### src/rtl/pma_pkg.sv
package pma_pkg;

    typedef enum logic [1:0] {
        OP_NOP   = 2'd0,
        OP_WRITE = 2'd1,
        OP_READ  = 2'd2,
        OP_ERASE = 2'd3
    } pma_op_e;

    typedef enum logic [2:0] {
        ST_IDLE,
        ST_WRITE,
        ST_READ,
        ST_SCAN,
        ST_WIPE,
        ST_RESP
    } pma_state_e;

endpackage

### src/rtl/pma_free_fifo.sv
// Per-plane queue of erased blocks; reset preloads the plane's spare blocks.
module pma_free_fifo #(
    parameter int NBLK  = 8,
    parameter int PLANE = 0,
    localparam int DEPTH = NBLK / 2,
    localparam int BW    = $clog2(NBLK),
    localparam int IW    = $clog2(DEPTH),
    localparam int CNTW  = $clog2(DEPTH + 1)
) (
    input  logic            clk,
    input  logic            rst_n,
    input  logic            push,
    input  logic [BW-1:0]   push_blk,
    input  logic            pop,
    output logic [BW-1:0]   head,
    output logic [CNTW-1:0] level,
    output logic            empty
);

    logic [BW-1:0]   slot [DEPTH];
    logic [IW-1:0]   rd_ptr;
    logic [IW-1:0]   wr_ptr;
    logic [CNTW-1:0] fill;

    always_ff @(posedge clk) begin
        if (!rst_n) begin
            for (int k = 0; k < DEPTH; k++) begin
                slot[k] <= BW'(PLANE + 2 * (k + 1));
            end
            rd_ptr <= '0;
            wr_ptr <= IW'(DEPTH - 1);
            fill   <= CNTW'(DEPTH - 1);
        end else begin
            if (push) begin
                slot[wr_ptr] <= push_blk;
                wr_ptr       <= wr_ptr + 1'b1;
            end
            if (pop) begin
                rd_ptr <= rd_ptr + 1'b1;
            end
            fill <= fill + CNTW'(push) - CNTW'(pop);
        end
    end

    assign head  = slot[rd_ptr];
    assign level = fill;
    assign empty = (fill == '0);

endmodule

### src/rtl/pma_valid_track.sv
// Per-page validity bits and per-block live counts.
module pma_valid_track #(
    parameter int NBLK = 8,
    parameter int PPB  = 4,
    localparam int NPP  = NBLK * PPB,
    localparam int BW   = $clog2(NBLK),
    localparam int PGW  = $clog2(PPB),
    localparam int PPNW = BW + PGW,
    localparam int CW   = $clog2(PPB + 1)
) (
    input  logic               clk,
    input  logic               rst_n,
    input  logic               set_en,
    input  logic [PPNW-1:0]    set_ppn,
    input  logic               clr_en,
    input  logic [PPNW-1:0]    clr_ppn,
    input  logic               wipe_en,
    input  logic [BW-1:0]      wipe_blk,
    output logic [NPP-1:0]     page_valid,
    output logic [NBLK*CW-1:0] cnt_flat
);

    for (genvar gb = 0; gb < NBLK; gb++) begin : g_blk
        logic [CW-1:0] cnt_q;
        logic          inc;
        logic          dec;
        logic          wipe_hit;

        assign inc      = set_en  && (set_ppn[PPNW-1:PGW] == BW'(gb));
        assign dec      = clr_en  && (clr_ppn[PPNW-1:PGW] == BW'(gb));
        assign wipe_hit = wipe_en && (wipe_blk == BW'(gb));

        always_ff @(posedge clk) begin
            if (!rst_n) begin
                cnt_q <= '0;
            end else if (wipe_hit) begin
                cnt_q <= '0;
            end else begin
                cnt_q <= cnt_q + CW'(inc) - CW'(dec);
            end
        end

        assign cnt_flat[gb*CW +: CW] = cnt_q;

        for (genvar gp = 0; gp < PPB; gp++) begin : g_pg
            logic pv_q;

            always_ff @(posedge clk) begin
                if (!rst_n) begin
                    pv_q <= 1'b0;
                end else if (wipe_hit) begin
                    pv_q <= 1'b0;
                end else if (set_en && set_ppn == PPNW'(gb * PPB + gp)) begin
                    pv_q <= 1'b1;
                end else if (clr_en && clr_ppn == PPNW'(gb * PPB + gp)) begin
                    pv_q <= 1'b0;
                end
            end

            assign page_valid[gb*PPB + gp] = pv_q;
        end
    end

endmodule

### src/rtl/pma_l2p_map.sv
// Logical-to-physical page table with one lookup port.
module pma_l2p_map #(
    parameter int LPAGES = 16,
    parameter int PPNW   = 5,
    localparam int LPW = $clog2(LPAGES)
) (
    input  logic            clk,
    input  logic            rst_n,
    input  logic            wr_en,
    input  logic [LPW-1:0]  wr_lpn,
    input  logic [PPNW-1:0] wr_ppn,
    input  logic            clr_en,
    input  logic [LPW-1:0]  clr_lpn,
    input  logic [LPW-1:0]  rd_lpn,
    output logic            rd_hit,
    output logic [PPNW-1:0] rd_ppn
);

    logic            ent_hit [LPAGES];
    logic [PPNW-1:0] ent_ppn [LPAGES];

    for (genvar g = 0; g < LPAGES; g++) begin : g_ent
        logic            hit_q;
        logic [PPNW-1:0] ppn_q;

        always_ff @(posedge clk) begin
            if (!rst_n) begin
                hit_q <= 1'b0;
                ppn_q <= '0;
            end else if (wr_en && wr_lpn == LPW'(g)) begin
                hit_q <= 1'b1;
                ppn_q <= wr_ppn;
            end else if (clr_en && clr_lpn == LPW'(g)) begin
                hit_q <= 1'b0;
            end
        end

        assign ent_hit[g] = hit_q;
        assign ent_ppn[g] = ppn_q;
    end

    assign rd_hit = ent_hit[rd_lpn];
    assign rd_ppn = ent_ppn[rd_lpn];

endmodule

### src/rtl/pma_alloc.sv
// Page-mapped write allocator: controller FSM, plane state, map, validity.
module pma_alloc
    import pma_pkg::*;
#(
    parameter int LPAGES = 16,
    parameter int NBLK   = 8,
    parameter int PPB    = 4,
    parameter int SPP    = 8,
    parameter int GC_LOW = 2,
    localparam int LPW  = $clog2(LPAGES),
    localparam int BW   = $clog2(NBLK),
    localparam int PGW  = $clog2(PPB),
    localparam int PPNW = BW + PGW,
    localparam int SW   = $clog2(SPP),
    localparam int CW   = $clog2(PPB + 1),
    localparam int NPP  = NBLK * PPB,
    localparam int FCW  = $clog2(NBLK / 2 + 1)
) (
    input  logic                clk,
    input  logic                rst_n,
    input  logic                cmd_valid,
    input  logic [1:0]          cmd_op,
    input  logic [LPW-1:0]      cmd_lpn,
    input  logic [BW-1:0]       cmd_blk,
    output logic                cmd_ready,
    output logic                rsp_valid,
    output logic                rsp_ok,
    output logic [PPNW-1:0]     rsp_ppn,
    output logic [PPNW+SW-1:0]  rsp_sect,
    output logic                gc_req,
    output logic [NBLK*CW-1:0]  blk_valid_cnt
);

    localparam logic [PGW-1:0] LAST_PG = PGW'(PPB - 1);

    pma_state_e state_q, state_d;

    logic [LPW-1:0]  lpn_q;
    logic [BW-1:0]   blk_q;
    logic [LPW-1:0]  scan_q;
    logic            rsp_ok_q;
    logic [PPNW-1:0] rsp_ppn_q;
    logic            turn_q;
    logic [NBLK-1:0] blk_free_q;

    logic [BW-1:0]   open_blk [2];
    logic [PGW-1:0]  wp       [2];
    logic            open_ok  [2];

    logic [BW-1:0]   f_head  [2];
    logic [FCW-1:0]  f_level [2];
    logic            f_empty [2];
    logic            f_push  [2];
    logic            f_pop   [2];

    logic            any_open;
    logic            use_p;
    logic [PPNW-1:0] new_ppn;
    logic            er_plane;

    logic [LPW-1:0]  map_rd_lpn;
    logic            map_hit;
    logic [PPNW-1:0] map_ppn;
    logic            map_clr;

    logic            trk_set_en;
    logic [PPNW-1:0] trk_set_ppn;
    logic            trk_clr_en;
    logic [PPNW-1:0] trk_clr_ppn;
    logic            wipe_en;
    logic [NPP-1:0]  page_valid;

    // ---------------- state register ----------------
    always_ff @(posedge clk) begin
        if (!rst_n) begin
            state_q <= ST_IDLE;
        end else begin
            state_q <= state_d;
        end
    end

    // ---------------- next-state logic ----------------
    always_comb begin
        state_d = state_q;
        unique case (state_q)
            ST_IDLE: begin
                if (cmd_valid) begin
                    unique case (pma_op_e'(cmd_op))
                        OP_WRITE: state_d = ST_WRITE;
                        OP_READ:  state_d = ST_READ;
                        OP_ERASE: state_d = ST_SCAN;
                        OP_NOP:   state_d = ST_IDLE;
                    endcase
                end
            end
            ST_WRITE: state_d = ST_RESP;
            ST_READ:  state_d = ST_RESP;
            ST_SCAN:  state_d = (scan_q == LPW'(LPAGES - 1)) ? ST_WIPE : ST_SCAN;
            ST_WIPE:  state_d = ST_RESP;
            ST_RESP:  state_d = ST_IDLE;
            default:  state_d = ST_IDLE;
        endcase
    end

    // ---------------- outputs ----------------
    always_comb begin
        cmd_ready = (state_q == ST_IDLE);
        rsp_valid = (state_q == ST_RESP);
        rsp_ok    = rsp_ok_q;
        rsp_ppn   = rsp_ppn_q;
        rsp_sect  = {rsp_ppn_q, {SW{1'b0}}};
        gc_req    = (f_level[0] < FCW'(GC_LOW)) || (f_level[1] < FCW'(GC_LOW));
    end

    // ---------------- allocation datapath ----------------
    assign any_open    = open_ok[0] | open_ok[1];
    assign use_p       = open_ok[turn_q] ? turn_q : ~turn_q;
    assign new_ppn     = {open_blk[use_p], wp[use_p]};
    assign er_plane    = blk_q[0];

    assign map_rd_lpn  = (state_q == ST_SCAN) ? scan_q : lpn_q;
    assign trk_set_en  = (state_q == ST_WRITE) && any_open;
    assign trk_set_ppn = new_ppn;
    assign trk_clr_en  = trk_set_en && map_hit;
    assign trk_clr_ppn = map_ppn;
    assign map_clr     = (state_q == ST_SCAN) && map_hit && (map_ppn[PPNW-1:PGW] == blk_q);
    assign wipe_en     = (state_q == ST_WIPE);

    always_ff @(posedge clk) begin
        if (!rst_n) begin
            lpn_q     <= '0;
            blk_q     <= '0;
            scan_q    <= '0;
            rsp_ok_q  <= 1'b0;
            rsp_ppn_q <= '0;
            turn_q    <= 1'b0;
        end else begin
            if (state_q == ST_IDLE && cmd_valid) begin
                lpn_q  <= cmd_lpn;
                blk_q  <= cmd_blk;
                scan_q <= '0;
            end
            if (state_q == ST_SCAN) begin
                scan_q <= scan_q + 1'b1;
            end
            if (state_q == ST_WRITE) begin
                rsp_ok_q  <= any_open;
                rsp_ppn_q <= any_open ? new_ppn : '0;
            end
            if (state_q == ST_READ) begin
                rsp_ok_q  <= map_hit;
                rsp_ppn_q <= map_hit ? map_ppn : '0;
            end
            if (wipe_en) begin
                rsp_ok_q  <= 1'b1;
                rsp_ppn_q <= '0;
            end
            if (trk_set_en) begin
                turn_q <= ~use_p;
            end
        end
    end

    // ---------------- per-plane open block and free queue ----------------
    for (genvar gp = 0; gp < 2; gp++) begin : g_plane
        logic [BW-1:0]  ob_q;
        logic [PGW-1:0] wp_q;
        logic           ok_q;
        logic           sel;
        logic           er_here;

        assign sel     = trk_set_en && (use_p == 1'(gp));
        assign er_here = wipe_en && (er_plane == 1'(gp));

        assign f_pop[gp]  = sel && (wp_q == LAST_PG) && !f_empty[gp];
        assign f_push[gp] = er_here && ok_q && (ob_q != blk_q) && !blk_free_q[blk_q];

        pma_free_fifo #(
            .NBLK  (NBLK),
            .PLANE (gp)
        ) u_free (
            .clk      (clk),
            .rst_n    (rst_n),
            .push     (f_push[gp]),
            .push_blk (blk_q),
            .pop      (f_pop[gp]),
            .head     (f_head[gp]),
            .level    (f_level[gp]),
            .empty    (f_empty[gp])
        );

        always_ff @(posedge clk) begin
            if (!rst_n) begin
                ob_q <= BW'(gp);
                wp_q <= '0;
                ok_q <= 1'b1;
            end else if (sel) begin
                if (wp_q == LAST_PG) begin
                    wp_q <= '0;
                    if (!f_empty[gp]) begin
                        ob_q <= f_head[gp];
                    end else begin
                        ok_q <= 1'b0;
                    end
                end else begin
                    wp_q <= wp_q + 1'b1;
                end
            end else if (er_here) begin
                if (!ok_q) begin
                    ob_q <= blk_q;
                    ok_q <= 1'b1;
                    wp_q <= '0;
                end else if (ob_q == blk_q) begin
                    wp_q <= '0;
                end
            end
        end

        assign open_blk[gp] = ob_q;
        assign wp[gp]       = wp_q;
        assign open_ok[gp]  = ok_q;
    end

    always_ff @(posedge clk) begin
        if (!rst_n) begin
            for (int b = 0; b < NBLK; b++) begin
                blk_free_q[b] <= (b >= 2);
            end
        end else begin
            for (int p = 0; p < 2; p++) begin
                if (f_pop[p]) begin
                    blk_free_q[f_head[p]] <= 1'b0;
                end
                if (f_push[p]) begin
                    blk_free_q[blk_q] <= 1'b1;
                end
            end
        end
    end

    // ---------------- map and validity ----------------
    pma_l2p_map #(
        .LPAGES (LPAGES),
        .PPNW   (PPNW)
    ) u_map (
        .clk     (clk),
        .rst_n   (rst_n),
        .wr_en   (trk_set_en),
        .wr_lpn  (lpn_q),
        .wr_ppn  (new_ppn),
        .clr_en  (map_clr),
        .clr_lpn (scan_q),
        .rd_lpn  (map_rd_lpn),
        .rd_hit  (map_hit),
        .rd_ppn  (map_ppn)
    );

    pma_valid_track #(
        .NBLK (NBLK),
        .PPB  (PPB)
    ) u_trk (
        .clk        (clk),
        .rst_n      (rst_n),
        .set_en     (trk_set_en),
        .set_ppn    (trk_set_ppn),
        .clr_en     (trk_clr_en),
        .clr_ppn    (trk_clr_ppn),
        .wipe_en    (wipe_en),
        .wipe_blk   (blk_q),
        .page_valid (page_valid),
        .cnt_flat   (blk_valid_cnt)
    );

endmodule

### config.mk
export PLATFORM = sky130hd
export DESIGN_NAME = pma_alloc
export DESIGN_NICKNAME = d
export VERILOG_FILES = /design/src/rtl/pma_pkg.sv /design/src/rtl/pma_free_fifo.sv /design/src/rtl/pma_valid_track.sv /design/src/rtl/pma_l2p_map.sv /design/src/rtl/pma_alloc.sv
export SDC_FILE = /design/constraint.sdc
export NUM_CORES = 1
export LEC_CHECK = 0
export BUFFER_PORTS_ARGS = -buffer_cell sky130_fd_sc_hd__buf_2
export CORE_MARGIN = 3
export CORE_UTILIZATION = 50
export DETAILED_ROUTE_END_ITERATION = 8
export PLACE_DENSITY = 0.7
export SYNTH_ARGS = -nofsm -noshare
export SYNTH_HDL_FRONTEND = slang
export SYNTH_SLANG_ARGS = --single-unit
export TNS_END_PERCENT = 100
### constraint.sdc
create_clock -name clk -period 4.63 [get_ports clk]
set_input_delay 0.926 -clock clk [delete_from_list [all_inputs] [get_ports clk]]
set_output_delay 0.926 -clock clk [all_outputs]
set_load 0.1 [all_outputs]
==> metrics.md <==
| Metric | Value |
|---|---|
| Critical Path Fanout Max | `19` |
| Area growth, synth to finish | `11.9%` |
| CP arrival | `4690 ps` |
| First-pass GRT wire length | `45400 um` |
| Post-layout minimum cycle time | `4310 ps` |
| Hpwl dp | `20500 um` |
| Worst setup path end | `u_trk.g_blk[7].cnt_q[2]` |
| Remaining DRCs | `0` |
| Post-synthesis sequential area ratio | `0.393` |
| Stages on worst setup path | `16` |
| CTS Buf Count | `23` |
| Maximum level of the CTS H-tree | `1` |
| Die Y | `154 um` |
| Post-synth EDFFs | `24` |
| Status | `complete, no violations` |
| Post-route antenna net violation count | `0` |
| WL/cell | `19.1 um` |
| Crit-path max cell delay | `610 ps` |
| Crit path cell chain | `and3b_2 -> buf_4 -> o21ai_4 -> nor3_1 -> a2111oi_2 -> a21oi_1 -> or3_1 -> nor3_1 -> ha_1 -> inv_1 -> ha_1 -> inv_1 -> fa_1 -> xor2_1 -> xnor2_1 -> nor2_1` |
| Mapped cell area | `0.0110 mm^2` |
| Tightest Pin Transition | `1010 ps` |
| Worst path required time | `5010 ps` |
| RSZ-0062 raised after global routing | `false` |
| Worst-path clk slew | `60 ps` |
| CTS root buf | `clkbuf_16` |
| Worst skew pair latency | `510 ps` |
| Hold_sp | `u_map.g_ent[0].ppn_q[2]` |
| Max-Slew Margin vs Limit | `0.322` |
| Most frequent cells in the layout | `nand2_1 (179), dfxtp_1 (179), mux2i_1 (89), o211a_1 (82), nor2_1 (66)` |
| R2R Setup Slk | `320 ps` |
| Final setup vio count | `0` |
| Port bufs | `49` |
| Critical path buffers and inverters | `3` |
| Number of diodes | `0` |
| Max Freq | `0.232 GHz` |
| Yosys synthesis warning count | `0` |
| Crit. End Element | `flip-flop` |
| Mean Syn Cell Area | `9.26 um^2` |
| CP startpoint | `state_q[0]` |
| Initial antenna violation count | `1` |
| I/O Pins | `53` |
| Detailed Route WL | `28800 um` |
| Min-Delay Path Class | `reg2reg` |
| Final Cell Area | `0.0123 mm^2` |
| Core area | `0.0213 mm^2` |
| Final worst path period share | `0.931` |
| Hold Violations, Final | `0` |
| Max stage delay cell, worst path | `o21ai_4` |
| Die ar. | `0.0237 mm^2` |
| DR vias/cell | `6.00` |
| Delay-heaviest family, CP | `simple AND/OR/NAND/NOR gates` |
| Site row count | `53` |
| Largest net degree at the start of global routing | `62` |
| CTS tree | `done` |
| Fin. max-slew vios | `0` |
| Fraction of layout cells with a size suffix above 1 | `0.137` |
| Iteration-0 DRC Markers | `813` |
| Leak | `5.69 nW` |
| Die extent in x | `154 um` |
| Ys flop type | `dfxtp_1` |
| Power per standard cell area | `419 mW/mm^2` |
| Final Skew | `7.39 ps` |
| Total global-route track usage | `0.234` |
| Via count | `9025` |
| Async SR Flop Fraction | `0` |
| Setup TNS Final | `0 ps` |
| WS Path Type | `reg2reg` |
| TritonRoute pass-1 iters | `5` |
| Worst-case clock buffer depth | `3` |
| Cell Area, Placed | `0.0115 mm^2` |
| Max IR drop VDD | `0.342 mV` |
| Initial core utilization | `0.515` |
| CP Launch Type | `flip-flop` |
| Number of synthesized register bits | `203` |
| Vias in the first global route | `8367` |
| Synth unique cells | `77` |
| Routability cong. | `0.956` |
| Nets@finish | `1266` |
| Worst R2R Path Depth | `16` |
| Postcts setup bufs | `0` |
| Hold Slack | `498 ps` |
| Clock Sinks | `203` |
| Post-synthesis cell count | `1184` |
| Total grt overflow | `0` |
| MaxCap Viol Count | `0` |
| RR Endpoint | `u_trk.g_blk[7].cnt_q[2]` |
| RR Startpoint | `state_q[0]` |
[synth_stat cells, types with 3 or more instances]
cell type / count / share of area
o31ai_1: 8 / 0.0055
clkbuf_1: 59 / 0.020
ha_1: 28 / 0.032
a211oi_1: 13 / 0.0089
mux2_2: 9 / 0.0092
o21ai_0: 43 / 0.020
a21oi_1: 6 / 0.0027
o211ai_1: 16 / 0.011
a22o_1: 5 / 0.0040
nor3_1: 22 / 0.010
buf_6: 7 / 0.0072
buf_1: 3 / 0.0010
nor2_1: 66 / 0.023
and2_1: 19 / 0.011
nor3_2: 3 / 0.0027
xor2_1: 11 / 0.0088
nor4_1: 5 / 0.0029
and3_1: 11 / 0.0063
nand2_1: 179 / 0.061
edfxtp_1: 24 / 0.066
nor3b_1: 4 / 0.0027
nand3_1: 16 / 0.0073
inv_1: 65 / 0.022
mux2i_1: 91 / 0.083
o311a_1: 7 / 0.0064
nor2b_1: 20 / 0.011
nand2b_1: 15 / 0.0086
fa_1: 10 / 0.018
a31oi_1: 19 / 0.011
o31a_1: 3 / 0.0024
buf_4: 11 / 0.0075
o311ai_0: 3 / 0.0024
or4_1: 4 / 0.0027
a2111oi_0: 5 / 0.0040
dfxtp_1: 179 / 0.33
buf_2: 12 / 0.0055
a22oi_1: 4 / 0.0027
xnor2_1: 21 / 0.017
a21boi_0: 12 / 0.0082
mux4_2: 8 / 0.016
o211a_1: 82 / 0.075
or3_1: 8 / 0.0046
o22ai_1: 6 / 0.0034
[state kept, by name, indices dropped and copies added (netlist names), named ones only]
register / count
scan_q: 4
blk_free_q: 8
u_map.g_ent.ppn_q: 80
blk_q: 3
rsp_ok: 1
g_plane.u_free.level: 6
rsp_ppn: 5
turn_q: 1
g_plane.wp_q: 4
g_plane.u_free.rd_ptr: 4
g_plane.ob_q: 6
g_plane.u_free.wr_ptr: 4
state_q: 3
u_trk.g_blk.cnt_q: 24
g_plane.u_free.slot: 24
g_plane.ok_q: 2
lpn_q: 4
u_map.g_ent.hit_q: 16
[worst min-delay path by stage]
| stage | depth (start not counted) | end | slack, ps |
|---|---|---|---|
| after detailed placement | 1 | u_map.g_ent[5].ppn_q[1] | 490 |
| after global placement | 1 | u_map.g_ent[3].ppn_q[0] | 470 |
| after floorplan | 1 | u_map.g_ent[3].ppn_q[0] | 470 |
| final | 1 | u_map.g_ent[0].ppn_q[2] | 500 |
| after global routing | 1 | u_map.g_ent[0].ppn_q[2] | 510 |
| after CTS | 1 | u_map.g_ent[5].ppn_q[1] | 500 |
[routing by layer]
| layer | wire length [um] | part of all wire | vias to the layer above | GRT usage |
|---|---|---|---|---|
| li1 | - | - | 4253 | - |
| met1 | 13400 | 0.47 | 4319 | 0.349 |
| met2 | 12400 | 0.43 | 401 | 0.347 |
| met3 | 2290 | 0.080 | 50 | 0.0417 |
| met4 | 660 | 0.023 | 2 | 0.0673 |
| met5 | 19 | 0.00066 | - | 0 |
[area by class of cell]
cell class	count	area, um^2
Clock inverter	12	173
Multi-Input combinational cell	832	6020
Clock buffer	27	611
Inverter	65	244
Fill cell	1836	9020
Sequential cell	203	4300
Tap cell	275	344
Timing Repair Buffer	91	576
[power by group]
part / switching, mW / leakage, nW / internal [mW]
clock network: 0.737 / 0.383 / 1.16
logic: 0.931 / 3.65 / 0.359
registers: 0.0857 / 1.66 / 1.87
[what timing repair did]
action	CTS	global route
resized for setup	0	1
hold buffers	0	0
setup endpoints to repair	0	1
[logic make-up after synthesis]
| group | Yosys count | synth area share |
|---|---|---|
| compound gates | 252 | 0.187 |
| xor+xnor | 32 | 0.0256 |
| fa+ha+maj | 38 | 0.0502 |
| buf+inv | 158 | 0.0641 |
| flops | 203 | 0.393 |
| mux | 111 | 0.112 |
| other cells | 2 | 0.000685 |
| simple gates | 388 | 0.168 |
[per-stage QoR]
stage / power, mW / setup slack, ps / util / std cells
floorplan: 2.98 / 1020 / - / 1193
global placement: 3.24 / 522 / 0.539 / 1466
detailed placement: 3.26 / 380 / 0.539 / 1466
CTS: 5.15 / 354 / 0.576 / 1505
global route: 5.32 / 91.9 / 0.576 / 1505
finish: 5.14 / 319 / 0.576 / 1505
(Power assumes the default switching activity.)
